## src/rtl/wdt_timer_pkg.sv

```systemverilog
package wdt_timer_pkg;
  localparam int unsigned TM_W          = 4;
  localparam int unsigned MODE_W        = 4;
  localparam int unsigned MODE_FULL_BIT = 2;

  typedef enum logic {
    PH_RUN  = 1'b0,
    PH_STAB = 1'b1
  } tmr_phase_e;
endpackage

```

## src/rtl/tmr_counter.sv

```systemverilog
module tmr_counter #(
  parameter int unsigned CNT_W = 17
) (
  input  logic             clk_i,
  input  logic             rst_ni,
  input  logic             clear_i,
  input  logic             inc_i,
  output logic [CNT_W-1:0] cnt_o
);
  logic [CNT_W-1:0] cnt_q;

  always_ff @(posedge clk_i or negedge rst_ni) begin
    if (!rst_ni)      cnt_q <= '0;
    else if (clear_i) cnt_q <= '0;
    else if (inc_i)   cnt_q <= cnt_q + 1'b1;
  end

  assign cnt_o = cnt_q;
endmodule

```

## src/rtl/tmr_ctrl.sv

```systemverilog
module tmr_ctrl
  import wdt_timer_pkg::*;
#(
  parameter int unsigned CNT_W     = 17,
  parameter int unsigned WIN_LOG2  = 16,
  parameter int unsigned STAB_LOG2 = 16
) (
  input  logic             clk_i,
  input  logic             rst_ni,
  input  logic             clr_i,
  input  logic             wd_en_i,
  input  logic             hold_i,
  input  logic [CNT_W-1:0] cnt_i,
  output logic             clear_o,
  output logic             inc_o,
  output logic             wdog_o,
  output logic             stab_done_o
);
  tmr_phase_e phase_q, phase_d;
  logic hold_q, wd_q;
  logic release_w, win_full, stab_full, stab_end, wd_fire;

  assign release_w = hold_q && !hold_i;
  assign win_full  = &cnt_i[WIN_LOG2-1:0];
  assign stab_full = &cnt_i[STAB_LOG2-1:0];
  assign stab_end  = !hold_i && !release_w && (phase_q == PH_STAB) && stab_full;
  assign wd_fire   = !hold_i && !release_w && !clr_i && wd_en_i &&
                     (phase_q == PH_RUN) && win_full;

  assign inc_o   = !hold_i;
  assign clear_o = !hold_i && (release_w || clr_i || stab_end || wd_fire);

  always_comb begin
    phase_d = phase_q;
    if (release_w)     phase_d = PH_STAB;
    else if (stab_end) phase_d = PH_RUN;
  end

  always_ff @(posedge clk_i or negedge rst_ni) begin
    if (!rst_ni) begin
      phase_q <= PH_RUN;
      hold_q  <= 1'b0;
      wd_q    <= 1'b0;
    end else begin
      phase_q <= phase_d;
      hold_q  <= hold_i;
      wd_q    <= wd_fire;
    end
  end

  assign wdog_o      = wd_q;
  assign stab_done_o = (phase_q == PH_RUN);

  assert_hold_freeze_R8: assert property (@(posedge clk_i) disable iff (!rst_ni)
    hold_i |=> $stable(cnt_i));
  assert_wd_single_R7: assert property (@(posedge clk_i) disable iff (!rst_ni)
    wd_q |=> !wd_q);
  assert_wd_restart_R6: assert property (@(posedge clk_i) disable iff (!rst_ni)
    wd_q |-> (cnt_i == '0));
  assert_no_wd_in_wait_R9: assert property (@(posedge clk_i) disable iff (!rst_ni)
    (phase_q == PH_STAB) |-> !wd_q);
  assert_done_rise_R9: assert property (@(posedge clk_i) disable iff (!rst_ni)
    $rose(stab_done_o) |-> (cnt_i == '0));
endmodule

```

## src/rtl/tmr_readout.sv

```systemverilog
module tmr_readout
  import wdt_timer_pkg::*;
#(
  parameter int unsigned CNT_W   = 17,
  parameter int unsigned TAP_TOP = 14
) (
  input  logic              clk_i,
  input  logic              rst_ni,
  input  logic              hold_i,
  input  logic              mode_we_i,
  input  logic [MODE_W-1:0] mode_wdata_i,
  input  logic [CNT_W-1:0]  cnt_i,
  output logic [TM_W-1:0]   tm_o
);
  localparam int unsigned TAP_LO = TAP_TOP - (TM_W - 1);

  logic full_q;
  logic [TM_W-1:0] taps;

  always_ff @(posedge clk_i or negedge rst_ni) begin
    if (!rst_ni)                    full_q <= 1'b0;
    else if (mode_we_i && !hold_i)  full_q <= mode_wdata_i[MODE_FULL_BIT];
  end

  for (genvar i = 0; i < TM_W; i++) begin : g_tap
    if (i == TM_W - 1) begin : g_top
      assign tm_o[i] = cnt_i[TAP_LO + i];
    end else begin : g_low
      assign tm_o[i] = full_q & cnt_i[TAP_LO + i];
    end
    assign taps[i] = cnt_i[TAP_LO + i];
  end

  assert_mode_frozen_R8: assert property (@(posedge clk_i) disable iff (!rst_ni)
    hold_i |=> $stable(full_q));
  assert_full_read_R3: assert property (@(posedge clk_i) disable iff (!rst_ni)
    full_q |-> (tm_o == taps));
endmodule

```

## src/rtl/wdt_prescale_timer.sv

```systemverilog
module wdt_prescale_timer
  import wdt_timer_pkg::*;
#(
  parameter int unsigned CNT_W     = 17,
  parameter int unsigned TAP_TOP   = 14,
  parameter int unsigned WIN_LOG2  = 16,
  parameter int unsigned STAB_LOG2 = 16
) (
  input  logic       clk_i,
  input  logic       rst_ni,
  input  logic       clr_i,
  input  logic       mode_we_i,
  input  logic [3:0] mode_wdata_i,
  input  logic       wd_en_i,
  input  logic       hold_i,
  output logic [3:0] tm_o,
  output logic       wdog_rst_o,
  output logic       stab_done_o
);
  logic [CNT_W-1:0] cnt;
  logic clear, inc;

  tmr_counter #(.CNT_W(CNT_W)) i_counter (
    .clk_i   (clk_i),
    .rst_ni  (rst_ni),
    .clear_i (clear),
    .inc_i   (inc),
    .cnt_o   (cnt)
  );

  tmr_ctrl #(
    .CNT_W     (CNT_W),
    .WIN_LOG2  (WIN_LOG2),
    .STAB_LOG2 (STAB_LOG2)
  ) i_ctrl (
    .clk_i       (clk_i),
    .rst_ni      (rst_ni),
    .clr_i       (clr_i),
    .wd_en_i     (wd_en_i),
    .hold_i      (hold_i),
    .cnt_i       (cnt),
    .clear_o     (clear),
    .inc_o       (inc),
    .wdog_o      (wdog_rst_o),
    .stab_done_o (stab_done_o)
  );

  tmr_readout #(.CNT_W(CNT_W), .TAP_TOP(TAP_TOP)) i_readout (
    .clk_i        (clk_i),
    .rst_ni       (rst_ni),
    .hold_i       (hold_i),
    .mode_we_i    (mode_we_i),
    .mode_wdata_i (mode_wdata_i),
    .cnt_i        (cnt),
    .tm_o         (tm_o)
  );

  initial begin
    assert (TAP_TOP < CNT_W && TAP_TOP >= TM_W - 1);
    assert (WIN_LOG2 >= 1 && WIN_LOG2 <= CNT_W);
    assert (STAB_LOG2 >= 1 && STAB_LOG2 <= CNT_W);
  end

  assert_clr_zero_R5: assert property (@(posedge clk_i) disable iff (!rst_ni)
    (clr_i && !hold_i) |=> (tm_o == '0 && !wdog_rst_o));
  assert_step_R2: assert property (@(posedge clk_i) disable iff (!rst_ni)
    (!hold_i && !clear) |=> (cnt == $past(cnt) + 1'b1));
endmodule

```

## config.mk

```make
export PLATFORM = sky130hd
export DESIGN_NAME = wdt_prescale_timer
export DESIGN_NICKNAME = d
export VERILOG_FILES = /design/src/rtl/wdt_timer_pkg.sv /design/src/rtl/tmr_counter.sv /design/src/rtl/tmr_ctrl.sv /design/src/rtl/tmr_readout.sv /design/src/rtl/wdt_prescale_timer.sv
export SDC_FILE = /design/constraint.sdc
export NUM_CORES = 1
export LEC_CHECK = 0
export BUFFER_PORTS_ARGS = -buffer_cell sky130_fd_sc_hd__buf_2
export CAP_MARGIN = 5
export CORE_MARGIN = 4
export CORE_UTILIZATION = 49
export DETAILED_ROUTE_END_ITERATION = 16
export PLACE_DENSITY = 0.73
export SLEW_MARGIN = 20
export SYNTH_ARGS = -nofsm -noshare
export SYNTH_HDL_FRONTEND = slang
export SYNTH_SLANG_ARGS = --single-unit
```

## constraint.sdc

```tcl
create_clock -name clk_i -period 1.9 [get_ports clk_i]
set_clock_uncertainty 0.2 [all_clocks]
set_input_delay 0.38 -clock clk_i [delete_from_list [all_inputs] [get_ports clk_i]]
set_output_delay 0.38 -clock clk_i [all_outputs]
set_load 0.005 [all_outputs]
```

==> metrics.txt, run 1 <==
RSZ-0062 raised after global routing yes; ANT nets after route 0; Seq. cell area 500 um2; largest net degree at the start of global routing 21; post-synthesis cell type count 30; clock latency at the later pin of the worst-skew pair 0.29 ns; Primary FF master, synth dfrtp_1; Fillers 171; cts bufs inserted 3; Setup violations, final 0; peak supply drop 0.405 mV; Die Area 0.00291 mm2; total nets after synthesis 111; n_diodes 0; Root Driver clkbuf_4; Post-synth EDFFs 0; fraction of layout instances using a drive strength above 1 0.296; Max Slew Vio Count 0; WP data arrival 1.88 ns; Sequential Power Share 0.633; Post-Layout Cell Count 152; Reg clk slew, reported paths 0.10 ns; DR pass1 iterations 4; Syn Inst Count 100; routed length per instance 13.2 um; PD cells 554 mW/mm2; Post-route DRC 0; global route overflow 0; Hold Crit Class primary input to flip-flop; Synth Register Bits 20; max-cap violation count 0; Via Count 798; Chip Height 54.0 um; P_leak 0.594 nW; Port Buffers 12; Worst Setup End Kind flip-flop; Synth warnings 0; Post-Route WL 2.01 mm; gr usage total 0.167; total core area 0.00198 mm2; Nets 138; CTS tree done; Setup WS post-layout 0.00979 ns; post-detail-place hpwl 1.51 mm; placed cells 147; Area growth syn-to-layout 20.7%; slew margin rel. 0.699; Iteration-0 DRC Markers 7; crit path launch type flip-flop; status finished clean; CP Max Fanout 14; sw power 158 uW; FMAX 0.529 GHz; CTS Buffer Depth 2; Placer Congestion 0.839; Worst EP required 1.89 ns; FP Rows 16; syn_area_per_cell 10.3 um2; setup slack, reg-to-reg 0.01 ns; part of the power in combinational logic 0.085; hold_ws 0.130 ns; clock share of power 0.282; first-pass GRT wire length 3.41 mm; Total Power 692 uW; Sink Count 20; Final min period 1.89 ns; Final Hold Fails 0; vias in the first global route 776; fin crit share 0.995; die width 54.0 um; Int Power 534 uW; H-Tree Depth 1; io pins 16; drt via density 5.25; Slew @ Worst Pin 0.452 ns; Sw Ratio 0.228; sequential fraction of the synthesis area 0.484; initial antenna violation count 0; async set-reset flop share out of synthesis 1.00; area of the multi-input gates 504 um2; Netlist Area Pre-Place 0.00103 mm2; starting density of the core 0.522; CP Class flip-flop to flip-flop; dpl ws 0.0244 ns
==> metrics by stage <==
stage / area [um2] / TNS, ns / utilization
after detailed placement: 1210 / 0 / 0.609
after global placement: 1210 / 0 / 0.609
after CTS: 1240 / 0 / 0.625
after global routing: 1250 / -0.843 / 0.630
final: 1250 / 0 / 0.630
after floorplan: 1040 / 0 / -
==> path summary, 6_finish.rpt <==
kind | depth (start not counted) | from | endpoint
max in group asynchronous | 2 | rst_ni | i_counter.cnt_o[0]$_DFFE_PN0P_
max | 6 | i_counter.cnt_o[0]$_DFFE_PN0P_ | i_counter.cnt_o[15]$_DFFE_PN0P_
min reg2reg | 1 | i_ctrl.phase_q$_DFFE_PN0P_ | i_ctrl.phase_q$_DFFE_PN0P_
min | 2 | mode_wdata_i[2] | i_readout.full_q$_DFFE_PN0P_
max reg2reg | 6 | i_counter.cnt_o[0]$_DFFE_PN0P_ | i_counter.cnt_o[15]$_DFFE_PN0P_
min in group asynchronous | 2 | rst_ni | i_counter.cnt_o[12]$_DFFE_PN0P_
==> layout make-up <==
class,count,area share
multi-input combinational,73,0.404
sequential,20,0.401
timing repair buffer,25,0.138
tap,27,0.0271
clock buffer,3,0.0180
inverter,4,0.0120
==> state kept, by name, summed over array words and instances, names as in the netlist <==
register / flops
i_ctrl.hold_q: 1
i_ctrl.phase_q: 1
i_readout.full_q: 1
i_ctrl.wdog_o: 1
i_counter.cnt_o: 16
==> synth_stat cells (2+ instances only) <==
library cell | n | area, um2
nor3_1 | 3 | 15.0
buf_4 | 2 | 15.0
inv_1 | 4 | 15.0
nor2_1 | 17 | 63.8
nor4_1 | 6 | 37.5
nand4_1 | 4 | 25.0
dfrtp_1 | 20 | 500
and2_1 | 3 | 18.8
xnor2_1 | 11 | 96.3
nor2_2 | 2 | 12.5
xor2_1 | 2 | 17.5
nand2_1 | 8 | 30.0
==> cell families after synthesis <==
| family | share of synthesized area |
|---|---|
| XOR/XNOR | 0.110 |
| AND/OR/NAND/NOR | 0.282 |
| flip-flops | 0.484 |
| AO/OA/AOI/OAI | 0.0725 |
| adder cells (fa/ha/maj) | 0.0121 |
| buffers and inverters | 0.0399 |
==> what timing repair did <==
item / in CTS / in global routing
hold buffers: 1 / 0
gates resized for setup: 0 / 1
setup endpoints to repair: 0 / 15
endpoints found under the hold margin: 20 / 0
setup buffers: 0 / 1
==> cells in the final DEF, fill, tap and decap left out, types with 2 or more instances in the layout <==
cell      instances
nor2_1           17
nor4_1            6
inv_1             4
nor3_1            3
buf_4            11
dfrtp_1          20
clkbuf_4          3
nand2_1           8
nand4_1           4
nor2_2            2
and2_1            3
buf_2            12
xor2_1            2
xnor2_1          11
==> per-layer routing <==
metal / GRT usage / up-vias / routed length [um]
li1: - / 406 / -
met1: 0.217 / 378 / 950
met2: 0.266 / 10 / 959
met3: 0.0249 / 4 / 55
met4: 0.0894 / 0 / 41
met5: 0 / - / 0
==> critical path, stage by stage, from the launching register on <==
cell and delay (ns):
dfrtp_1 0.38, ha_2 0.22, nand4b_4 0.09, or4_4 0.55, o22ai_4 0.14, buf_12 0.16, nor2_1 0.05
==> power groups by stage <==
stage / clock, mW / sequential, mW / combinational, mW
after global routing: 0.220 / 0.439 / 0.0659
after floorplan: 0 / 0.446 / 0.0284
after CTS: 0.204 / 0.438 / 0.0597
after detailed placement: 0 / 0.446 / 0.0581
after global placement: 0 / 0.446 / 0.0560
final: 0.195 / 0.438 / 0.0590
No activity file was read; power rests on OpenSTA's default activity.
==> inputs of run 2 (changes only) <==
--- a/config.mk
+++ b/config.mk
@@ -5,12 +5,13 @@
 export SDC_FILE = /design/constraint.sdc
 export NUM_CORES = 1
 export LEC_CHECK = 0
-export BUFFER_PORTS_ARGS = -buffer_cell sky130_fd_sc_hd__buf_2
 export CAP_MARGIN = 5
+export CORE_ASPECT_RATIO = 0.7
 export CORE_MARGIN = 4
-export CORE_UTILIZATION = 49
+export CORE_UTILIZATION = 54
 export DETAILED_ROUTE_END_ITERATION = 16
-export PLACE_DENSITY = 0.73
+export DONT_BUFFER_PORTS = 1
+export PLACE_DENSITY = 0.72
 export SLEW_MARGIN = 20
 export SYNTH_ARGS = -nofsm -noshare
 export SYNTH_HDL_FRONTEND = slang
==> run 2 against run 1 <==
Against the previous run:
- the flow now finishes with violations (setup timing)
- hold slack worse by 0.039 ns
- design area up 0.90%
- first-iteration DRC count rose to 4.1 times the previous value
- critical path depth down 2
- non-clock buffer count down 7
- combinational power down 6.3%
- power up 22%
- routed wire length up 8.1%
- global-route usage up 1.3 points
- critical path type unchanged
==> metrics.txt, run 2 (same netlist as run 1, synthesis figures left out) <==
vias in the first global route 762 (-1.8%); Fillers 116 (-32%); CP Class flip-flop to flip-flop; FMAX 0.522 GHz (-1.4%); status complete, but fails checks; CP Cell Sequence nand4_1 > or4_4 > buf_4 > and4b_2; setup slack, reg-to-reg -0.02 ns (-0.03 ns); DP Area 0.00115 mm2 (-5.0%); WP data arrival 1.98 ns (+0.10 ns); worst hold start wd_en_i; slew margin rel. 0.406 (-0.292); Nets 131 (-5.1%); global route overflow 0 (unchanged); Post-Route WL 2.17 mm (+8.1%); final instance area 0.00126 mm2 (+0.90%); ANT nets after route 0 (unchanged); Fin Setup TNS -0.0741 ns (-0.0741 ns); fin crit share 1.01 (+0.0137); Chip Height 44.6 um (-17%); P_leak 0.578 nW (-2.8%); cell family with the largest share of critical-path delay simple AND/OR/NAND/NOR gates; hold_ws 0.0913 ns (-0.0388 ns); Area growth syn-to-layout 21.8%; Placer Congestion 0.811 (-3.3%); Hold Crit Class primary input to flip-flop; Via Count 828 (+3.8%); CP Max Fanout 5 (-9); max-cap violation count 0 (unchanged); DR pass1 iterations 4 (unchanged); initial antenna violation count 0 (unchanged); commonest non-fill, non-tap cell in the layout dfrtp_1; Iteration-0 DRC Markers 29 (+22); worst path buffer plus inverter count 1 (unchanged); routed length per instance 15.5 um (+17%); Largest register FFs 16 (unchanged); commonest non-fill, non-tap cells in the layout dfrtp_1, nor2_1, buf_4; H-Tree Depth 1 (unchanged); cts bufs inserted 3 (unchanged); violated checks setup timing; Total Power 844 uW (+22%); dpl ws 0.0303 ns (+0.00595 ns); final core utilization 0.743 (+0.113); area of the multi-input gates 508 um2 (+0.74%); Reg clk slew, reported paths 0.12 ns (+0.02 ns); FP Rows 12 (-4); CP max stage cell or4_4; slowest cell delay on critical path 0.61 ns (+0.06 ns); Port Buffers 0 (-12); worst hold stages 1 (-1); Root Driver clkbuf_4; Final min period 1.92 ns (+0.0261 ns); peak supply drop 0.589 mV (+45%); Die Area 0.00269 mm2 (-7.5%); Worst Setup End Kind flip-flop; total core area 0.00170 mm2 (-14%); CTS Buffer Depth 2 (unchanged); starting density of the core 0.610 (+0.0878); Hold EP i_ctrl.wdog_o$_DFF_PN0_; reg2reg end i_ctrl.wdog_o$_DFF_PN0_; Post-route DRC 0 (unchanged); first-pass GRT wire length 3.46 mm (+1.4%); io pins 16 (unchanged); clock latency at the later pin of the worst-skew pair 0.32 ns (+0.03 ns); CTS tree done; Post-Layout Cell Count 140 (-7.9%); Max Slew Vio Count 0 (unchanged); RSZ-0062 raised after global routing yes; Worst EP required 1.96 ns (+0.07 ns); post-detail-place hpwl 1.49 mm (-0.89%); largest net degree at the start of global routing 21 (unchanged); Seq. cell area 500 um2 (unchanged); Setup violations, final 7 (+7); crit path launch type flip-flop; fraction of layout instances using a drive strength above 1 0.235 (-0.0607); placed cells 130 (-12%); gr usage total 0.180 (+0.0128); PD cells 670 mW/mm2 (+21%); reg-to-reg critical path startpoint i_counter.cnt_o[9]$_DFFE_PN0P_; Final Hold Fails 0 (unchanged); drt via density 5.91 (+13%); Slew @ Worst Pin 0.888 ns (+0.436 ns); Sink Count 20 (unchanged); worst r2r path cells 4 (-2); die width 60.3 um (+12%); Setup WS post-layout -0.0163 ns (-0.0261 ns); n_diodes 0 (unchanged)
[run 2: changes by cell type in the layout (fill, tap and decap cells not counted)]
cell,delta
buf_2,-12
dlygate4sd3_1,+3
buf_4,+2
bufinv_16,+1
ha_1,+1
ha_2,-1
nor4_1,-1
nor4_2,+1
[run 2: how the worst max path moves through the flow]
stage	start	to	slack [ns]	cells after the start
after floorplan	hold_i	i_counter.cnt_o[11]$_DFFE_PN0P_	0.04	6
after global placement	i_counter.cnt_o[10]$_DFFE_PN0P_	i_counter.cnt_o[7]$_DFFE_PN0P_	0.07	5
after detailed placement	i_counter.cnt_o[10]$_DFFE_PN0P_	i_counter.cnt_o[14]$_DFFE_PN0P_	0.03	5
after CTS	i_counter.cnt_o[9]$_DFFE_PN0P_	i_counter.cnt_o[4]$_DFFE_PN0P_	0.006	5
after global routing	i_counter.cnt_o[9]$_DFFE_PN0P_	i_counter.cnt_o[5]$_DFFE_PN0P_	-0.1	5
final	i_counter.cnt_o[9]$_DFFE_PN0P_	i_ctrl.wdog_o$_DFF_PN0_	-0.02	4
[run 2: worst reg2reg max path, stage by stage (launching register included)]
cell	delay (ns)
dfrtp_1	0.41
nand4_1	0.22
or4_4	0.61
buf_4	0.16
and4b_2	0.26
[run 2: cell type report]
| type | instances | area share |
|---|---|---|
| multi-input cells | 73 | 0.403 |
| flip-flops and latches | 20 | 0.397 |
| repair buffers | 18 | 0.125 |
| clock inverters | 1 | 0.0238 |
| well taps | 21 | 0.0209 |
| clock buffers | 3 | 0.0179 |
| inverters | 4 | 0.0119 |
[run 2: timing repair]
action,in CTS,in global routing
pin swaps,1,1
gates cloned,0,0
setup buffers,0,2
hold buffers,2,2
endpoints found under the hold margin,23,1
endpoints found under the setup margin,3,15
resized for setup,0,1
[run 2: power by group]
group          leakage (nW)  internal, mW  switching (mW)
Sequential            0.269         0.432         0.00566
Clock                0.0279         0.214           0.137
Combinational         0.280        0.0285          0.0268
[run 2: layer usage]
metal  vias up  GRT usage  part of all wire
met5         -          0                 0
met4         0     0.0708             0.015
met3         6     0.0641             0.050
met2        24      0.256              0.46
met1       408      0.246              0.48
li1        390          -                 -
==> inputs of run 3 (changes only) <==
--- a/config.mk
+++ b/config.mk
@@ -5,13 +5,14 @@
 export SDC_FILE = /design/constraint.sdc
 export NUM_CORES = 1
 export LEC_CHECK = 0
+export ABC_AREA = 1
+export BUFFER_PORTS_ARGS = -buffer_cell sky130_fd_sc_hd__buf_2
 export CAP_MARGIN = 5
 export CORE_ASPECT_RATIO = 0.7
 export CORE_MARGIN = 4
-export CORE_UTILIZATION = 54
+export CORE_UTILIZATION = 56
 export DETAILED_ROUTE_END_ITERATION = 16
-export DONT_BUFFER_PORTS = 1
-export PLACE_DENSITY = 0.72
+export PLACE_DENSITY = 0.78
 export SLEW_MARGIN = 20
 export SYNTH_ARGS = -nofsm -noshare
 export SYNTH_HDL_FRONTEND = slang
==> constraint.sdc (replaced) <==
create_clock -name clk_i -period 1.8 [get_ports clk_i]
set_clock_uncertainty 0.2 [all_clocks]
set_input_delay 0.36 -clock clk_i [delete_from_list [all_inputs] [get_ports clk_i]]
set_output_delay 0.36 -clock clk_i [all_outputs]
set_load 0.005 [all_outputs]
==> run 3 against run 2 <==
Against the previous run:
- the run now ends clean
- synthesized cell count increased by 51%
- clock power decreased by 25%
- cell count increased by 43%
- sequential power increased by 7.5%
- design area increased by 10%
- sequential share of layout area decreased by 3.7 points
- clock-buffer cell count increased by 1
- hold slack got worse by 0.038 ns
- first-iteration DRC count increased by 38%
- critical path depth increased by 4
- largest cell class unchanged
- largest power group unchanged
==> metrics.txt, run 3 <==
Die Area 0.00302 mm2 (+12%); top cell type by total area after synthesis dfrtp_1; dpl ws 0.0808 ns (+0.0505 ns); Synth Register Bits 20 (unchanged); syn_area_per_cell 8.13 um2 (-21%); global route overflow 0 (unchanged); drt via density 4.90 (-17%); Sw Ratio 0.244 (+0.0436); async set-reset flop share out of synthesis 1.00 (unchanged); Hold Crit Class primary input to flip-flop; worst r2r path cells 8 (+4); slew margin rel. 0.708 (+0.302); Nets 182 (+39%); routed length per instance 11.5 um (-26%); post-synthesis cell type count 31 (+3.3%); Worst EP required 1.81 ns (-0.15 ns); status finished clean; Largest register FFs 16 (unchanged); crit path launch type flip-flop; origin of the worst setup path i_counter.cnt_o[1]$_DFFE_PN0P_; Synth area leaders dfrtp_1, nand2_1, nor2_2; Post-synth EDFFs 0 (unchanged); ANT nets after route 0 (unchanged); CTS tree done; Sequential Power Share 0.587 (+0.068); top-count cell post-synth nand2_1; Total Power 803 uW (-4.9%); Synth warnings 0 (unchanged); Placer Congestion 0.856 (+5.5%); clock latency at the later pin of the worst-skew pair 0.31 ns (about the same); Root Driver clkbuf_4; total core area 0.00197 mm2 (+16%); Post-Route WL 2.30 mm (+5.9%); Area growth syn-to-layout 13.1%; n_diodes 0 (unchanged); initial antenna violation count 0 (unchanged); CP Class flip-flop to flip-flop; H-Tree Depth 1 (unchanged); final instance area 0.00139 mm2 (+10%); Syn Inst Count 151 (+51%); PD cells 578 mW/mm2 (-14%); largest net degree at the start of global routing 21 (unchanged); fraction of layout instances using a drive strength above 1 0.312 (+0.0765); Primary FF master, synth dfrtp_1; Post-synth top cells nand2_1, dfrtp_1, nor2_1; sw power 196 uW (+16%); Yosys top cell area share 0.408 (-0.0759); reg-to-reg critical path startpoint i_counter.cnt_o[1]$_DFFE_PN0P_; commonest non-fill, non-tap cell in the layout nand2_1; DP Area 0.00131 mm2 (+14%); io pins 16 (unchanged); Worst Setup End Kind flip-flop; CP Cell Sequence ha_4 > nand3_1 > nor2_4 > nand3_2 > nand3_2 > nand2_2 > inv_4 > nor2_1; Port Buffers 12 (+12); sequential fraction of the synthesis area 0.408 (-0.0759); CP Max Fanout 13 (+8); Setup violations, final 0 (-7); cell family with the largest share of critical-path delay simple AND/OR/NAND/NOR gates; P_leak 0.722 nW (+25%); part of the power in combinational logic 0.086 (+0.020); gr usage total 0.174 (-0.00519); cts bufs inserted 3 (unchanged); fin crit share 0.942 (-0.0666); Slew @ Worst Pin 0.438 ns (-0.449 ns); Fin Setup TNS 0 ns (+0.0741 ns); DR pass1 iterations 6 (+2); WP data arrival 1.70 ns (-0.28 ns); Chip Height 47.2 um (+5.7%); Max Slew Vio Count 0 (unchanged); slowest cell delay on critical path 0.43 ns (-0.18 ns); Reg clk slew, reported paths 0.11 ns (about the same); area of the multi-input gates 626 um2 (+23%); setup slack, reg-to-reg 0.10 ns (+0.12 ns); CTS Buffer Depth 2 (unchanged); Crit. path cell count 8 (+4); reg2reg end i_counter.cnt_o[4]$_DFFE_PN0P_; Netlist Area Pre-Place 0.00123 mm2 (+19%); post-detail-place hpwl 1.66 mm (+11%); FP Rows 13 (+1); worst path buffer plus inverter count 1 (unchanged); Final Hold Fails 0 (unchanged); Setup WS post-layout 0.104 ns (+0.121 ns); Sink Count 20 (unchanged); max-cap violation count 0 (unchanged); Via Count 979 (+18%); starting density of the core 0.624 (+0.0138); Seq. cell area 500 um2 (unchanged); total nets after synthesis 162 (+46%); Iteration-0 DRC Markers 40 (+38%); Int Power 606 uW (-10%); Fillers 160 (+38%); Final min period 1.70 ns (-0.221 ns); vias in the first global route 893 (+17%); critical path's most frequent cell nand3_2; commonest non-fill, non-tap cells in the layout nand2_1, dfrtp_1, nor2_1; critical path endpoint i_counter.cnt_o[4]$_DFFE_PN0P_; CP max stage cell dfrtp_1; clock share of power 0.328 (-0.087); first-pass GRT wire length 3.86 mm (+12%); peak supply drop 0.488 mV (-17%); FMAX 0.590 GHz (+13%); RSZ-0062 raised after global routing no; die width 64.0 um (+6.0%); Post-route DRC 0 (unchanged)
==> run 3: cell types whose count changed after synthesis, moves of 3 or more <==
cell / previous run / this run
nor2_4: 0 / 3
nand2_1: 8 / 32
nor2_2: 2 / 12
xnor2_1: 11 / 5
inv_2: 0 / 3
nand4_1: 4 / 1
nand3_1: 1 / 11
inv_1: 4 / 16
nor4_1: 6 / 2
and2_1: 3 / 0
nand2_2: 0 / 4
==> run 3: worst min-delay path by stage <==
stage	cells after the start	from	end	slack, ns
detailed placement	1	rst_ni	i_counter.cnt_o[6]$_DFFE_PN0P_	0.13
CTS	2	mode_we_i	i_readout.full_q$_DFFE_PN0P_	0.05
global route	2	mode_we_i	i_readout.full_q$_DFFE_PN0P_	0.05
floorplan	0	rst_ni	i_counter.cnt_o[0]$_DFFE_PN0P_	-0.14
finish	2	mode_we_i	i_readout.full_q$_DFFE_PN0P_	0.05
global placement	1	rst_ni	i_counter.cnt_o[6]$_DFFE_PN0P_	0.13
==> run 3: through the flow <==
step	util	instances	hold WS, ns
after global routing	0.706	200	0.0479
after global placement	0.665	193	0.129
final	0.706	200	0.0530
after floorplan	-	151	-0.136
after CTS	0.688	198	0.0465
after detailed placement	0.665	193	0.131
==> run 3: cell type report <==
cell class              instances  share of cell area
multi-input cells             107               0.450
repair buffers                 18              0.0775
flip-flops and latches         20               0.360
clock buffers                   4              0.0261
inverters                      21              0.0586
well taps                      30              0.0270
==> run 3: cell families (layout without fill, tap and decap cells) <==
family,after synthesis,after routing,share of synthesized area
xor+xnor,8,8,0.0571
flops,20,20,0.408
compound gates,9,9,0.0479
simple gates,89,89,0.380
fa+ha+maj,1,1,0.0102
buf+inv,24,43,0.0968
==> run 3: timing repair <==
action,4_1_cts,5_1_grt
gates resized for setup,0,5
hold buffers,1,0
hold endpoints to repair,20,0
endpoints found under the setup margin,0,13
setup buffers,0,2
==> run 3: power groups by stage <==
stage	logic (mW)	clock network [mW]	registers, mW
after floorplan	0.0463	0	0.475
after global placement	0.0631	0	0.476
after detailed placement	0.0653	0	0.477
after CTS	0.0670	0.273	0.469
after global routing	0.0785	0.298	0.473
final	0.0686	0.263	0.471
==> run 3: metal layers <==
layer / vias up / GRT usage / wire (um)
li1: 508 / - / -
met1: 443 / 0.217 / 1130
met2: 24 / 0.290 / 1000
met3: 4 / 0.0646 / 149
met4: 0 / 0.0558 / 16
met5: - / 0 / 0
